==> config.mk <==
export PLATFORM = sky130hd
export DESIGN_NAME = sersync_chan
export DESIGN_NICKNAME = d
export VERILOG_FILES = /design/src/rtl/sersync_pkg.sv /design/src/rtl/sersync_event.sv /design/src/rtl/sersync_tx.sv /design/src/rtl/sersync_rx.sv /design/src/rtl/sersync_chan.sv
export SDC_FILE = /design/constraint.sdc
export NUM_CORES = 1
export LEC_CHECK = 0
export CORE_MARGIN = 2
export CORE_UTILIZATION = 35
export CTS_CLUSTER_DIAMETER = 80
export DETAILED_ROUTE_END_ITERATION = 8
export DONT_BUFFER_PORTS = 1
export SLEW_MARGIN = 20
export SYNTH_ARGS = -nofsm -noshare
export SYNTH_HDL_FRONTEND = slang
export SYNTH_SLANG_ARGS = --single-unit
==> constraint.sdc <==
create_clock -name bit_clk -period 2.2 [get_ports bit_clk]
set_input_delay 0.22 -clock bit_clk [delete_from_list [all_inputs] [get_ports bit_clk]]
set_output_delay 0.22 -clock bit_clk [all_outputs]
set_load 0.05 [all_outputs]
==> src/rtl/sersync_pkg.sv <==
package sersync_pkg;

   typedef enum logic {
      SYNC_PIN  = 1'b0,
      SYNC_SLOT = 1'b1
   } sync_mode_e;

   typedef struct packed {
      logic rx;
      logic tx;
   } dir_evt_t;

endpackage

==> src/rtl/sersync_event.sv <==
module sersync_event
   import sersync_pkg::*;
#(
   parameter int STAGES = 2
) (
   input  logic       clk,
   input  logic       rst_n,
   input  sync_mode_e mode,
   input  logic       sync_in,
   input  logic       frame_sync,
   input  logic       tx_slot,
   input  logic       rx_slot,
   output dir_evt_t   evt
);

   // sampler chain for the external sync line
   logic [STAGES-1:0] smp_q;
   logic              smp_prev_q;
   logic              pin_fall;

   always_ff @(posedge clk or negedge rst_n) begin
      if (!rst_n) begin
         smp_q      <= '1;
         smp_prev_q <= 1'b1;
      end else begin
         smp_q      <= {smp_q[STAGES-2:0], sync_in};
         smp_prev_q <= smp_q[STAGES-1];
      end
   end

   assign pin_fall = smp_prev_q & ~smp_q[STAGES-1];

   // per-direction arming for slot mode
   logic [1:0] slot_v;
   logic [1:0] hit;

   assign slot_v = {rx_slot, tx_slot};

   for (genvar d = 0; d < 2; d++) begin : g_dir
      logic armed_q;

      always_ff @(posedge clk or negedge rst_n) begin
         if (!rst_n) begin
            armed_q <= 1'b0;
         end else if (frame_sync) begin
            armed_q <= 1'b1;
         end else if (slot_v[d]) begin
            armed_q <= 1'b0;
         end
      end

      assign hit[d] = (mode == SYNC_SLOT) ? (armed_q & slot_v[d]) : pin_fall;
   end

   assign evt.tx = hit[0];
   assign evt.rx = hit[1];

endmodule

==> src/rtl/sersync_tx.sv <==
module sersync_tx #(
   parameter int MAX_LEN = 16,
   parameter int LEN_W   = 5
) (
   input  logic               clk,
   input  logic               rst_n,
   input  logic               en,
   input  logic               evt,
   input  logic [LEN_W-1:0]   len_eff,
   input  logic [MAX_LEN-1:0] data,
   input  logic               valid,
   output logic               ready,
   output logic               txd
);

   logic               synced_q;
   logic [LEN_W-1:0]   cnt_q;
   logic [MAX_LEN-1:0] sh_q;

   assign ready = synced_q & (cnt_q == '0);
   assign txd   = sh_q[0];

   always_ff @(posedge clk or negedge rst_n) begin
      if (!rst_n) begin
         synced_q <= 1'b0;
         cnt_q    <= '0;
         sh_q     <= '1;
      end else if (!en) begin
         synced_q <= 1'b0;
         cnt_q    <= '0;
         sh_q     <= '1;
      end else if (!synced_q) begin
         synced_q <= evt;
         cnt_q    <= '0;
         sh_q     <= '1;
      end else if (cnt_q == '0) begin
         // character boundary: load a character or a period of ones
         cnt_q <= len_eff - 1'b1;
         sh_q  <= valid ? data : '1;
      end else begin
         cnt_q <= cnt_q - 1'b1;
         sh_q  <= {1'b1, sh_q[MAX_LEN-1:1]};
      end
   end

endmodule

==> src/rtl/sersync_rx.sv <==
module sersync_rx #(
   parameter int MAX_LEN = 16,
   parameter int LEN_W   = 5
) (
   input  logic               clk,
   input  logic               rst_n,
   input  logic               en,
   input  logic               evt,
   input  logic               hunt,
   input  logic [LEN_W-1:0]   len_eff,
   input  logic               rxd,
   output logic [MAX_LEN-1:0] data,
   output logic               valid
);

   logic               synced_q;
   logic [LEN_W-1:0]   cnt_q;
   logic [LEN_W-1:0]   cur_len_q;
   logic [MAX_LEN-1:0] sh_q;
   logic [MAX_LEN-1:0] nxt;
   logic [LEN_W-1:0]   align;

   assign nxt   = {rxd, sh_q[MAX_LEN-1:1]};
   assign align = LEN_W'(MAX_LEN) - cur_len_q;

   always_ff @(posedge clk or negedge rst_n) begin
      if (!rst_n) begin
         synced_q  <= 1'b0;
         cnt_q     <= '0;
         cur_len_q <= '0;
         sh_q      <= '0;
         data      <= '0;
         valid     <= 1'b0;
      end else begin
         valid <= 1'b0;
         if (!en || hunt) begin
            synced_q <= 1'b0;
            cnt_q    <= '0;
         end else if (!synced_q) begin
            if (evt) begin
               synced_q  <= 1'b1;
               cnt_q     <= len_eff - 1'b1;
               cur_len_q <= len_eff;
            end
         end else begin
            sh_q <= nxt;
            if (cnt_q == '0) begin
               valid     <= 1'b1;
               data      <= nxt >> align;
               cnt_q     <= len_eff - 1'b1;
               cur_len_q <= len_eff;
            end else begin
               cnt_q <= cnt_q - 1'b1;
            end
         end
      end
   end

endmodule

==> src/rtl/sersync_chan.sv <==
module sersync_chan
   import sersync_pkg::*;
#(
   parameter int MAX_LEN     = 16,
   parameter int SYNC_STAGES = 2,
   localparam int LEN_W      = $clog2(MAX_LEN + 1)
) (
   input  logic               bit_clk,
   input  logic               rst_n,
   input  logic               mode_slot,
   input  logic               sync_in,
   input  logic               frame_sync,
   input  logic               tx_slot,
   input  logic               rx_slot,
   input  logic               tx_en,
   input  logic               rx_en,
   input  logic               hunt,
   input  logic [LEN_W-1:0]   char_len,
   input  logic [MAX_LEN-1:0] tx_data,
   input  logic               tx_valid,
   output logic               tx_ready,
   output logic               txd,
   input  logic               rxd,
   output logic [MAX_LEN-1:0] rx_data,
   output logic               rx_valid
);

   if (MAX_LEN < 2 || MAX_LEN > 32) begin : g_bad_len
      $error("sersync_chan: MAX_LEN must lie in 2..32");
   end
   if (SYNC_STAGES < 2) begin : g_bad_stages
      $error("sersync_chan: SYNC_STAGES must be at least 2");
   end

   logic [LEN_W-1:0] len_eff;
   dir_evt_t         evt;

   assign len_eff = (char_len == '0 || char_len > LEN_W'(MAX_LEN))
                    ? LEN_W'(MAX_LEN) : char_len;

   sersync_event #(
      .STAGES (SYNC_STAGES)
   ) u_evt (
      .clk        (bit_clk),
      .rst_n      (rst_n),
      .mode       (sync_mode_e'(mode_slot)),
      .sync_in    (sync_in),
      .frame_sync (frame_sync),
      .tx_slot    (tx_slot),
      .rx_slot    (rx_slot),
      .evt        (evt)
   );

   sersync_tx #(
      .MAX_LEN (MAX_LEN),
      .LEN_W   (LEN_W)
   ) u_tx (
      .clk     (bit_clk),
      .rst_n   (rst_n),
      .en      (tx_en),
      .evt     (evt.tx),
      .len_eff (len_eff),
      .data    (tx_data),
      .valid   (tx_valid),
      .ready   (tx_ready),
      .txd     (txd)
   );

   sersync_rx #(
      .MAX_LEN (MAX_LEN),
      .LEN_W   (LEN_W)
   ) u_rx (
      .clk     (bit_clk),
      .rst_n   (rst_n),
      .en      (rx_en),
      .evt     (evt.rx),
      .hunt    (hunt),
      .len_eff (len_eff),
      .rxd     (rxd),
      .data    (rx_data),
      .valid   (rx_valid)
   );

endmodule

==> reports/qor.tcl, run 1 <==
set qor(vias) 2452
set qor(vias_in_the_first_global_route) 2431
set qor(gp_congestion) 0.7956
set qor(finClkSkew_ps) 7.591
set qor(post_synth_instance_area_sq_um) 3655
set qor(final_max_slew_viol_count) 0
set qor(timing.fmax_mhz) 471.2
set qor(io_pins) 52
set qor(overflow) 0
set qor(gr-max-usage-layer) {met2}
set qor(final_setup_violation_count) 0
set qor(finalWorstPathRequiredPeriod_ps) 2122
set qor(drt.antenna.violating_nets) 0
set qor(outcome) {finished, final reports clean}
set qor(ys.warnings.count) 0
set qor(ir_drop_v) 0.0003830
set qor(cts_sinks) 70
set qor(report.final.hold_viol_count) 0
set qor(cts_made_buffers) 9
set qor(viasPerCell) 5.151
set qor(tritoncts) {built}
set qor(worst-endpoint-arrival_ps) 2350
set qor(worst-path-max-fanout) 5
set qor(core_area_sq_um) 10230
set qor(number_of_enable_type_register_cells_in_the_synthesized_netlist) 0
set qor(totalNegativeSetupSlack_ps) 0
set qor(timing.rr.start) {u_rx.cnt_q[0]$_DFFE_PN0P_}
set qor(clock_pin_slew_on_the_worst_setup_and_hold_paths_ps) 70
set qor(drcViolationCount) 0
set qor(totalWireLength_mm) 7.288
set qor(cts_htree_levels) 3
set qor(worst-setup-path-type) {flop to flop}
set qor(p_leak_uw) 0.001714
set qor(syn-mean-instance-area_sq_um) 11.35
set qor(startpoint_type) {flop}
set qor(design_power_total_uw) 3275
set qor(nets) 375
set qor(synth_sequential_area_ratio_pct) 48.58
set qor(cts_max_path_buffers) 2
set qor(placement.io_buffers) 0
set qor(drt_iter0_markers) 100
set qor(startpoint) {u_rx.cnt_q[0]$_DFFE_PN0P_}
set qor(critPathCaptureType) {flop}
set qor(ys_seq_elements) 70
set qor(yosysUniqueCellTypes) 52
set qor(grt.met3_usage_pct) 5.089
set qor(antenna_cells_inserted) 0
set qor(library_cell_occupying_the_most_area_in_the_post_synthesis_netlist) {dfrtp_1}
set qor(antenna_violations_before_repair) 0
set qor(asyncSetResetFlopFracSynth_pct) 100.0
set qor(1st_pass_router_iterations) 4
set qor(period_share_pct) 96.46
set qor(worst_ep_required_time_ps) 2430
set qor(yosys_most_used_dff) {dfrtp_1}
set qor(maximum_number_of_pins_on_one_net_before_global_route_repair) 71
set qor(min-delay-start) {rxd}
set qor(drv.max_cap_violation_count) 0
set qor(worst-slew-pin-transition_ps) 499.3
set qor(wire_per_inst_microns) 15.31
set qor(cts_root_buf) {clkbuf_8}
set qor(grt_first_pass_wirelength_mm) 12.31
set qor(die_y_microns) 106.2
set qor(final_layout_size_suffix_gt1_share_pct) 26.47
set qor(yosys.area.top_type_share_pct) 34.92
set qor(maxSlewHeadroom_pct) 66.72
set qor(gr_layer_usage_met2_pct) 20.88
set qor(cellPowerDensity_nw_per_um2) 794.3
set qor(nFillCells) 986
set qor(hold-worst-slack_ps) 26.72
set qor(floorplan.die_area_sq_um) 11280
set qor(fp.dieW_microns) 106.2
set qor(grt_use_total_pct) 13.81
set qor(grt_use_met1_pct) 18.59
set qor(start_util_pct) 35.72
set qor(synthesized_instance_count) 322
set qor(skew_pair_late_insertion_delay_ps) 340
set qor(flow.area_growth_from_synthesis_pct) 12.80
set qor(hpwl_mm) 5.007
set qor(syn_nets) 360
set qor(synthTopCellsByArea) {dfrtp_1 (35%), dfstp_2 (14%), mux2i_1 (6.0%)}
set qor(rows) 37
set qor(min-delay-path-class) {primary input to flop}
cells in the mapped netlist, types with 2 or more instances:
master and n:
a21oi_1 7, o21ai_0 20, nand2b_1 4, clkbuf_1 9
dfstp_2 19, a211oi_1 5, nor3b_1 17, and3_1 3
and2_1 2, xnor2_1 4, nand2_1 16, nand4_1 2
or3_1 3, nand3b_1 2, nor2b_1 2, mux2i_1 22
buf_6 4, mux2_4 2, o21ai_1 3, inv_1 18
mux4_2 9, xor2_1 3, mux2_2 18, dfrtp_1 51
a21o_1 2, buf_2 4, nand3_1 3, o221ai_1 8
nor3_1 6, a32o_1 4, nor2_1 23, ha_1 5
or2_2 3
repair_timing:
action                                 CTS  global route
setup endpoints to repair                1            11
pin swaps                                0             1
setup buffers                            0             2
gates resized for setup                  2             6
hold buffers                             7             0
endpoints found under the hold margin   75             0
metal layers:
metal  wire, microns  vias up
met3             469       10
met1            3362     1190
li1                -     1185
met4              83        0
met5               0        -
met2            3373       67
path summary, 6_finish.rpt:
| kind | end | slack (ps) | cells past startpoint |
|---|---|---|---|
| worst max-delay path | u_rx.cur_len_q[2]$_DFFE_PN0P_ | 80 | 6 |
| worst min-delay path | u_rx.sh_q[15]$_DFFE_PN0P_ | 30 | 1 |
| worst max register to register | u_rx.cur_len_q[2]$_DFFE_PN0P_ | 80 | 6 |
| worst min register to register | u_evt.smp_q[1]$_DFF_PN1_ | 360 | 0 |
| max in group asynchronous | u_evt.smp_q[1]$_DFF_PN1_ | 1440 | 2 |
| min in group asynchronous | u_rx.data[11]$_DFFE_PN0P_ | 400 | 2 |
through the flow:
stage / std cells / setup slack (ps) / util [%] / cell area, sq um
4_1_cts: 474 / 14.49 / 39.94 / 4086
2_1_floorplan: 322 / 5.200 / - / 3666
5_1_grt: 476 / -1.693 / 40.30 / 4123
3_5_place_dp: 453 / 41.13 / 37.50 / 3836
3_3_place_gp: 453 / 92.53 / 37.50 / 3836
6_report: 476 / 77.90 / 40.30 / 4123
state kept, by name (all words and copies together) (netlist names):
register,cells
u_evt.smp_prev_q,1
u_rx.cur_len_q,5
u_rx.cnt_q,5
u_evt.g_dir.armed_q,2
u_rx.valid,1
u_rx.synced_q,1
u_tx.sh_q,16
u_evt.smp_q,2
u_rx.data,16
u_tx.cnt_q,5
u_tx.synced_q,1
u_rx.sh_q,15
kinds of logic after synthesis:
family / synth area share (%)
and+or+nand+nor: 14.82
DFF: 48.58
AOI/OAI and AO/OA: 10.34
muxes: 17.94
buffers and inverters: 4.930
xor gates and xnor gates: 1.678
adders and majority gates: 1.712
area by class of cell:
cell class	instances	area [sq um]	share of cell area, %
clock buffer	12	145.1	3.520
clock inverter	2	10.01	0.2428
inverter	19	73.82	1.791
multi-input combinational	215	1732	42.00
sequential	70	1775	43.07
tap	136	170.2	4.127
timing repair buffer	22	216.5	5.250
placed cells by master, fill, tap and decap left out, types with 3 or more instances in the layout:
cell type	count
ha_1	4
nor3b_1	17
buf_4	13
nand2_1	16
nand3_1	3
mux2i_1	22
dfrtp_1	51
dlygate4sd3_1	6
or3_1	3
a211oi_1	5
nand2b_1	4
dfstp_2	19
a32o_1	4
clkbuf_8	10
mux4_2	9
mux2_2	18
xnor2_1	4
nor3_1	6
nor2_1	22
o221ai_1	8
o21ai_0	20
a21oi_1	7
o21ai_1	3
inv_1	18
and3_1	3
critical path, cell delays in order (launching register included):
cell and delay [ps]:
dfrtp_1 390, inv_1 90, ha_2 190, or4b_4 500, and2_4 210, nor3_4 310
mux2_4 330
report_power, final:
part           switching [uW]  total (uW)  internal, uW
logic                     504         899           395
registers                 129        1500          1370
clock network             453         878           425
total                    1090        3270          2190
Note: power is estimated with default switching activity, not from simulation.
==> run 2: changes to the inputs <==
--- a/config.mk
+++ b/config.mk
@@ -6,10 +6,11 @@
 export NUM_CORES = 1
 export LEC_CHECK = 0
 export CORE_MARGIN = 2
-export CORE_UTILIZATION = 35
+export CORE_UTILIZATION = 45
 export CTS_CLUSTER_DIAMETER = 80
 export DETAILED_ROUTE_END_ITERATION = 8
 export DONT_BUFFER_PORTS = 1
+export SETUP_SLACK_MARGIN = 0.5
 export SLEW_MARGIN = 20
 export SYNTH_ARGS = -nofsm -noshare
 export SYNTH_HDL_FRONTEND = slang
==> run 2 against run 1 <==
Compared with the run above: the run now ends with hold timing left; sequential share of layout area is 3.9 points lower; fmax increased by 6.5%; clock skew grew 5.8 ps; sequential power is essentially flat; hold slack got worse by 470 ps; critical path type unchanged.
==> reports/qor.tcl, run 2 (same netlist as run 1, synthesis figures left out) <==
set qor(outcome) {finished with violations}
set qor(violations) {hold timing}
set qor(rows) 32 ;# -14%
set qor(grt_first_pass_wirelength_mm) 12.68 ;# +3.0%
set qor(cts_max_path_buffers) 2 ;# unchanged
set qor(final_max_slew_viol_count) 0 ;# unchanged
set qor(worst-path-max-fanout) 6 ;# +1
set qor(drv.max_cap_violation_count) 0 ;# unchanged
set qor(startpoint_type) {flop}
set qor(timing.fmax_mhz) 501.8 ;# +6.5%
set qor(finalWorstPathRequiredPeriod_ps) 1993 ;# -129.1 ps
set qor(report.final.hold_viol_count) 70 ;# +70
set qor(finClkSkew_ps) 13.43 ;# +5.834 ps
set qor(cellPowerDensity_nw_per_um2) 811.0 ;# +2.1%
set qor(power_report.internal_total_uw) 2455 ;# +12%
set qor(r2r_cells) 7 ;# +1
set qor(antenna_violations_before_repair) 0 ;# unchanged
set qor(tritoncts) {built}
set qor(timing.rr.start) {u_rx.cnt_q[0]$_DFFE_PN0P_}
set qor(min-delay-path-class) {primary input to asynchronous set/reset pin}
set qor(io_pins) 52 ;# unchanged
set qor(final_standard_cell_utilization_of_the_core_pct) 58.00 ;# +18 points
set qor(worst-setup-path-type) {flop to flop}
set qor(ir_drop_v) 0.0004061 ;# +6.0%
set qor(wire_per_inst_microns) 16.74 ;# +9.3%
set qor(skew_pair_late_insertion_delay_ps) 350 ;# about the same
set qor(totalNegativeSetupSlack_ps) 0 ;# unchanged
set qor(pwr-share-seq_pct) 40.9 ;# -4.8 points
set qor(reg_top3) {u_rx.data (16), u_tx.sh_q (16), u_rx.sh_q (15)}
set qor(1st_pass_router_iterations) 6 ;# +2
set qor(layout.cells.most_common_list) {dfrtp_1 (51), mux2i_1 (22), buf_4 (21)}
set qor(maximum_number_of_pins_on_one_net_before_global_route_repair) 71 ;# unchanged
set qor(critPathMaxStageDelay_ps) 460 ;# -40 ps
set qor(grt_setup_unrepaired) {yes}
set qor(critPathCaptureType) {flop}
set qor(start_util_pct) 46.81 ;# +11 points
set qor(flow.area_growth_from_synthesis_pct) 23.90
set qor(gp_congestion) 0.8501 ;# +6.9%
set qor(antenna_cells_inserted) 0 ;# unchanged
set qor(cts_made_buffers) 9 ;# unchanged
set qor(drt_iter0_markers) 102 ;# +2.0%
set qor(placement.io_buffers) 0 ;# unchanged
set qor(vias) 2533 ;# +3.3%
set qor(r2r_slack_ps) 210 ;# +130 ps
set qor(hpwl_mm) 4.946 ;# -1.2%
set qor(drt.antenna.violating_nets) 0 ;# unchanged
set qor(viasPerCell) 5.531 ;# +7.4%
set qor(maxSlewHeadroom_pct) 66.68 ;# about the same
set qor(worst-slew-pin-transition_ps) 497.4 ;# -1.879 ps
set qor(cts_sinks) 70 ;# unchanged
set qor(totalWireLength_mm) 7.665 ;# +5.2%
set qor(final_layout_size_suffix_gt1_share_pct) 43.54 ;# +17 points
set qor(vias_in_the_first_global_route) 2587 ;# +6.4%
set qor(cts_root_buf) {clkbuf_8}
set qor(p_leak_uw) 0.001883 ;# +9.8%
set qor(net-switching-power_uw) 1217 ;# +12%
set qor(floorplan.die_area_sq_um) 8859 ;# -21%
set qor(fp.dieW_microns) 94.12 ;# -11%
set qor(final_setup_violation_count) 0 ;# unchanged
set qor(clock_pin_slew_on_the_worst_setup_and_hold_paths_ps) 80 ;# about the same
set qor(core_area_sq_um) 7807 ;# -24%
set qor(slowest_stage) {or4b_4}
set qor(worst-endpoint-arrival_ps) 2250 ;# -100 ps
set qor(drcViolationCount) 0 ;# unchanged
set qor(period_share_pct) 90.59 ;# -5.9 points
set qor(nets) 389 ;# +3.7%
set qor(layout_commonest_cell) {dfrtp_1}
set qor(worst_r2r_endpoint) {u_rx.data[5]$_DFFE_PN0P_}
set qor(hold-worst-slack_ps) -446.1 ;# -472.8 ps
set qor(cts-hold-fix-buffers) 5 ;# -2
set qor(cp_cell_sequence) {inv_2, ha_4, or4b_4, or2_4, inv_8, nand4_1, o221ai_1}
set qor(grt_use_total_pct) 18.53 ;# +4.7 points
set qor(die_y_microns) 94.12 ;# -11%
set qor(comb_power_share_pct) 29.9 ;# +2.5 points
set qor(power.clock.fraction_pct) 29.2 ;# +2.4 points
set qor(overflow) 0 ;# unchanged
set qor(worst_ep_required_time_ps) 2460 ;# +30 ps
set qor(cts_htree_levels) 3 ;# unchanged
set qor(power.switching_fraction_pct) 33.14 ;# about the same
[run 2: cell types whose count changed in the layout (fill, tap and decap cells not counted), moves of 4 or more]
| cell | delta |
|---|---|
| buf_4 | +8 |
| o21ai_0 | -16 |
| or2_4 | +4 |
| o21ai_1 | +13 |
| nor3b_1 | -15 |
| ha_4 | +4 |
| o221ai_2 | +4 |
| inv_1 | -4 |
| o221ai_1 | -4 |
| inv_2 | +4 |
| nor3b_2 | +15 |
| ha_1 | -4 |
[run 2: power groups by stage]
stage / Combinational (uW) / Sequential [uW] / Clock [uW]
2_1_floorplan: 814 / 1500 / 0
3_3_place_gp: 889 / 1520 / 0
3_5_place_dp: 899 / 1520 / 0
4_1_cts: 979 / 1500 / 1120
5_1_grt: 1190 / 1510 / 1170
6_report: 1100 / 1500 / 1070
[run 2: worst max path at each step]
stage,start,to,slack (ps),cells after the start
CTS,u_rx.cnt_q[0]$_DFFE_PN0P_,u_rx.data[5]$_DFFE_PN0P_,230,7
global route,u_rx.cnt_q[0]$_DFFE_PN0P_,u_rx.data[5]$_DFFE_PN0P_,140,7
finish,u_rx.cnt_q[0]$_DFFE_PN0P_,u_rx.data[5]$_DFFE_PN0P_,210,7
detailed placement,char_len[1],u_rx.cnt_q[4]$_DFFE_PN0P_,140,8
floorplan,u_rx.cnt_q[0]$_DFFE_PN0P_,u_rx.cur_len_q[2]$_DFFE_PN0P_,140,7
global placement,char_len[1],u_rx.cnt_q[4]$_DFFE_PN0P_,180,8
[run 2: area by class of cell]
type                            instances  area, sq um
Tap cell                              102        127.6
Clock buffer                           13        191.4
Multi-Input combinational cell        219         2039
Sequential cell                        70         1775
Inverter                               19        78.83
Timing Repair Buffer                   32        292.8
Fill cell                             668         3279
Clock inverter                          3        22.52
[run 2: metal layers]
metal	share of wire, %	global-route usage (%)
met4	1.0	5.072
met3	5.0	5.778
met1	45	23.43
met5	0	0
met2	49	30.71
[run 2: repair_timing]
item,4_1_cts,5_1_grt
pin swaps,11,17
setup endpoints to repair,42,45
gates resized for setup,11,30
endpoints found under the hold margin,75,70
buffers inserted,9,7
cloned,3,1
[run 2: metrics by stage]
step | hold slack (ps) | setup slack [ps] | total power (uW) | instances | instance area [sq um]
after floorplan | -75.59 | 136.7 | 2316 | 322 | 3887
after global placement | -73.17 | 176.5 | 2407 | 417 | 3935
after detailed placement | -73.99 | 138.2 | 2420 | 417 | 3935
after CTS | -467.0 | 232.2 | 3591 | 450 | 4327
after global routing | -477.8 | 137.1 | 3881 | 458 | 4528
final | -446.1 | 207.0 | 3672 | 458 | 4528
[run 2: worst max-delay path, delay by kind of cell, from the launching register on]
family,cells,cell delay (ps)
AND/OR/NAND/NOR,3,930
flip-flops,1,410
buffers and inverters,2,180
adder cells (fa/ha/maj),1,130
AO/OA/AOI/OAI,1,250
==> run 3: changes to the inputs <==
--- a/config.mk
+++ b/config.mk
@@ -10,6 +10,8 @@
 export CTS_CLUSTER_DIAMETER = 80
 export DETAILED_ROUTE_END_ITERATION = 8
 export DONT_BUFFER_PORTS = 1
+export GPL_ROUTABILITY_DRIVEN = 0
+export REMOVE_ABC_BUFFERS = 1
 export SETUP_SLACK_MARGIN = 0.5
 export SLEW_MARGIN = 20
 export SYNTH_ARGS = -nofsm -noshare
==> run 3 against run 2 <==
Compared with the run above: the flow still finishes with violations (hold timing); clock skew fell by 3.8 ps; global-route usage shrank 0.71 points; design area down 0.52%; first-iteration DRC count down 15%; die area is the same; count of clock-buffer cells in the layout stayed put; critical path depth shrank 1; final cell count grew 0.44%; power is 0.61% higher; core utilization is 0.30 points lower; via count is 2.0% higher; combinational power about the same; critical path type is now flop to output port; critical endpoint is now tx_ready; highest routed layer unchanged.
==> reports/qor.tcl, run 3 (same netlist as run 1, synthesis figures left out) <==
set qor(critPathCaptureType) {output port}
set qor(nFillCells) 675 ;# +1.0%
set qor(cts-hold-fix-buffers) 5 ;# unchanged
set qor(vias_in_the_first_global_route) 2498 ;# -3.4%
set qor(wire_per_inst_microns) 16.95 ;# +1.3%
set qor(multiInputGateArea_sq_um) 1968 ;# -3.5%
set qor(totalNegativeSetupSlack_ps) 0 ;# unchanged
set qor(worst-path-max-fanout) 3 ;# -3
set qor(antenna_cells_inserted) 0 ;# unchanged
set qor(r2r_cells) 7 ;# unchanged
set qor(vias) 2584 ;# +2.0%
set qor(io_pins) 52 ;# unchanged
set qor(final_setup_violation_count) 0 ;# unchanged
set qor(cts_root_buf) {clkbuf_8}
set qor(report.final.hold_viol_count) 70 ;# unchanged
set qor(1st_pass_router_iterations) 4 ;# -2
set qor(p_leak_uw) 0.001892 ;# +0.50%
set qor(cellPowerDensity_nw_per_um2) 820.3 ;# +1.1%
set qor(hold-worst-slack_ps) -431.8 ;# +14.28 ps
set qor(overflow) 0 ;# unchanged
set qor(layout.cells.most_common_list) {dfrtp_1 (51), nor2_1 (22), mux2i_1 (22)}
set qor(grt_setup_unrepaired) {yes}
set qor(grt_use_total_pct) 17.81 ;# -0.71 points
set qor(layout_commonest_cell) {dfrtp_1}
set qor(core_area_sq_um) 7807 ;# unchanged
set qor(fp.dieW_microns) 94.12 ;# unchanged
set qor(hpwl_mm) 4.809 ;# -2.8%
set qor(placement.io_buffers) 0 ;# unchanged
set qor(detailedPlace.worstSlack_ps) 12.85 ;# -125.3 ps
set qor(drt.antenna.violating_nets) 0 ;# unchanged
set qor(start_util_pct) 46.81 ;# unchanged
set qor(drv.max_cap_violation_count) 0 ;# unchanged
set qor(cts_sinks) 70 ;# unchanged
set qor(period_share_pct) 90.82 ;# +0.23 points
set qor(sequential_cell_area_sq_um) 1775 ;# unchanged
set qor(maxSlewHeadroom_pct) 64.68 ;# -2.0 points
set qor(final_standard_cell_utilization_of_the_core_pct) 57.69 ;# -0.30 points
set qor(final_max_slew_viol_count) 0 ;# unchanged
set qor(timing.fmax_mhz) 500.5 ;# -0.25%
set qor(cts_htree_levels) 3 ;# unchanged
set qor(die_y_microns) 94.12 ;# unchanged
set qor(cts_max_path_buffers) 2 ;# unchanged
set qor(worst_ep_required_time_ps) 1980 ;# -480 ps
set qor(viasPerCell) 5.617 ;# +1.6%
set qor(skew_pair_late_insertion_delay_ps) 340 ;# about the same
set qor(final_layout_size_suffix_gt1_share_pct) 40.50 ;# -3.0 points
set qor(rows) 32 ;# unchanged
set qor(min-delay-path-class) {primary input to asynchronous set/reset pin}
set qor(startpoint) {u_tx.cnt_q[0]$_DFF_PN0_}
set qor(tritoncts) {built}
set qor(violations) {hold timing}
set qor(finalWorstPathRequiredPeriod_ps) 1998 ;# +5.059 ps
set qor(worst-setup-path-type) {flop to output port}
set qor(dpl_cell_area_sq_um) 3794 ;# -3.6%
set qor(maximum_number_of_pins_on_one_net_before_global_route_repair) 71 ;# unchanged
set qor(drt_iter0_markers) 87 ;# -15%
set qor(floorplan.die_area_sq_um) 8859 ;# unchanged
set qor(clock_pin_slew_on_the_worst_setup_and_hold_paths_ps) 80 ;# about the same
set qor(startpoint_type) {flop}
set qor(r2r_slack_ps) 210 ;# about the same
set qor(worst-endpoint-arrival_ps) 1780 ;# -470 ps
set qor(nets) 391 ;# +0.51%
set qor(fin_area_sq_um) 4504 ;# -0.52%
set qor(antenna_violations_before_repair) 0 ;# unchanged
set qor(totalWireLength_mm) 7.796 ;# +1.7%
set qor(cts_made_buffers) 9 ;# unchanged
set qor(outcome) {finished with violations}
set qor(worst_r2r_endpoint) {u_rx.data[5]$_DFFE_PN0P_}
set qor(worst_slack_ps) 202.0 ;# -5.059 ps
set qor(grt_first_pass_wirelength_mm) 12.26 ;# -3.3%
set qor(timing.rr.start) {u_rx.cnt_q[0]$_DFFE_PN0P_}
set qor(reg_top3) {u_rx.data (16), u_tx.sh_q (16), u_rx.sh_q (15)}
set qor(worst-slew-pin-transition_ps) 527.2 ;# +29.83 ps
set qor(ir_drop_v) 0.0006007 ;# +48%
set qor(finClkSkew_ps) 9.658 ;# -3.767 ps
set qor(drcViolationCount) 0 ;# unchanged
set qor(flow.area_growth_from_synthesis_pct) 23.25
run 3: cell count changes in the layout (fill, tap and decap cells not counted), sizes merged:
| cell | delta |
|---|---|
| bufinv | +1 |
| clkbuf | +1 |
| buf | +2 |
| clkinvlp | +1 |
| or2 | -1 |
| clkinv | -2 |
run 3: final cells by class:
cell class / instances / share of cell area [%]
Clock buffer: 13 / 3.750
Clock inverter: 3 / 0.9167
Inverter: 19 / 1.750
Multi-Input combinational cell: 218 / 43.69
Sequential cell: 70 / 39.42
Tap cell: 102 / 2.833
Timing Repair Buffer: 35 / 7.639
run 3: what timing repair did:
action | CTS | global route
gates resized for setup | 19 | 51
pin swaps | 11 | 20
cloned | 0 | 4
setup endpoints to repair | 47 | 47
hold endpoints to repair | 75 | 70
setup buffers | 7 | 8
run 3: worst max-delay path, stage by stage (launching register included):
cell     delay, ps
dfrtp_1        400
inv_1           70
ha_2           180
or3b_4         410
nor2_4         110
and2_4         160
buf_12         130
run 3: per-stage QoR:
stage	power [uW]	hold WS, ps	cells
2_1_floorplan	2140	-75.59	304
3_3_place_gp	2347	-73.25	420
3_5_place_dp	2360	-73.62	420
4_1_cts	3525	-454.3	448
5_1_grt	3909	-464.0	460
6_report	3695	-431.8	460
run 3: worst max path at each step:
stage               depth (start not counted)                   endpoint  slack (ps)
floorplan                                   6   u_rx.data[1]$_DFFE_PN0P_        -660
global placement                            8  u_rx.cnt_q[4]$_DFFE_PN0P_          90
detailed placement                          8  u_rx.cnt_q[4]$_DFFE_PN0P_          10
CTS                                         6                   tx_ready         200
global route                                7   u_rx.data[6]$_DFFE_PN0P_         110
finish                                      6                   tx_ready         200
run 3: per-layer routing:
| metal | up-vias | share of wire (%) | global-route usage, % |
|---|---|---|---|
| met1 | 1279 | 45 | 24.05 |
| met3 | 11 | 5.2 | 5.377 |
| met5 | - | 0 | 0 |
| met2 | 66 | 48 | 27.62 |
| met4 | 0 | 1.6 | 5.435 |
| li1 | 1228 | - | - |
run 3: where the power goes:
group | internal, uW | switching [uW]
Combinational | 508 | 583
Clock | 614 | 489
Sequential | 1370 | 132
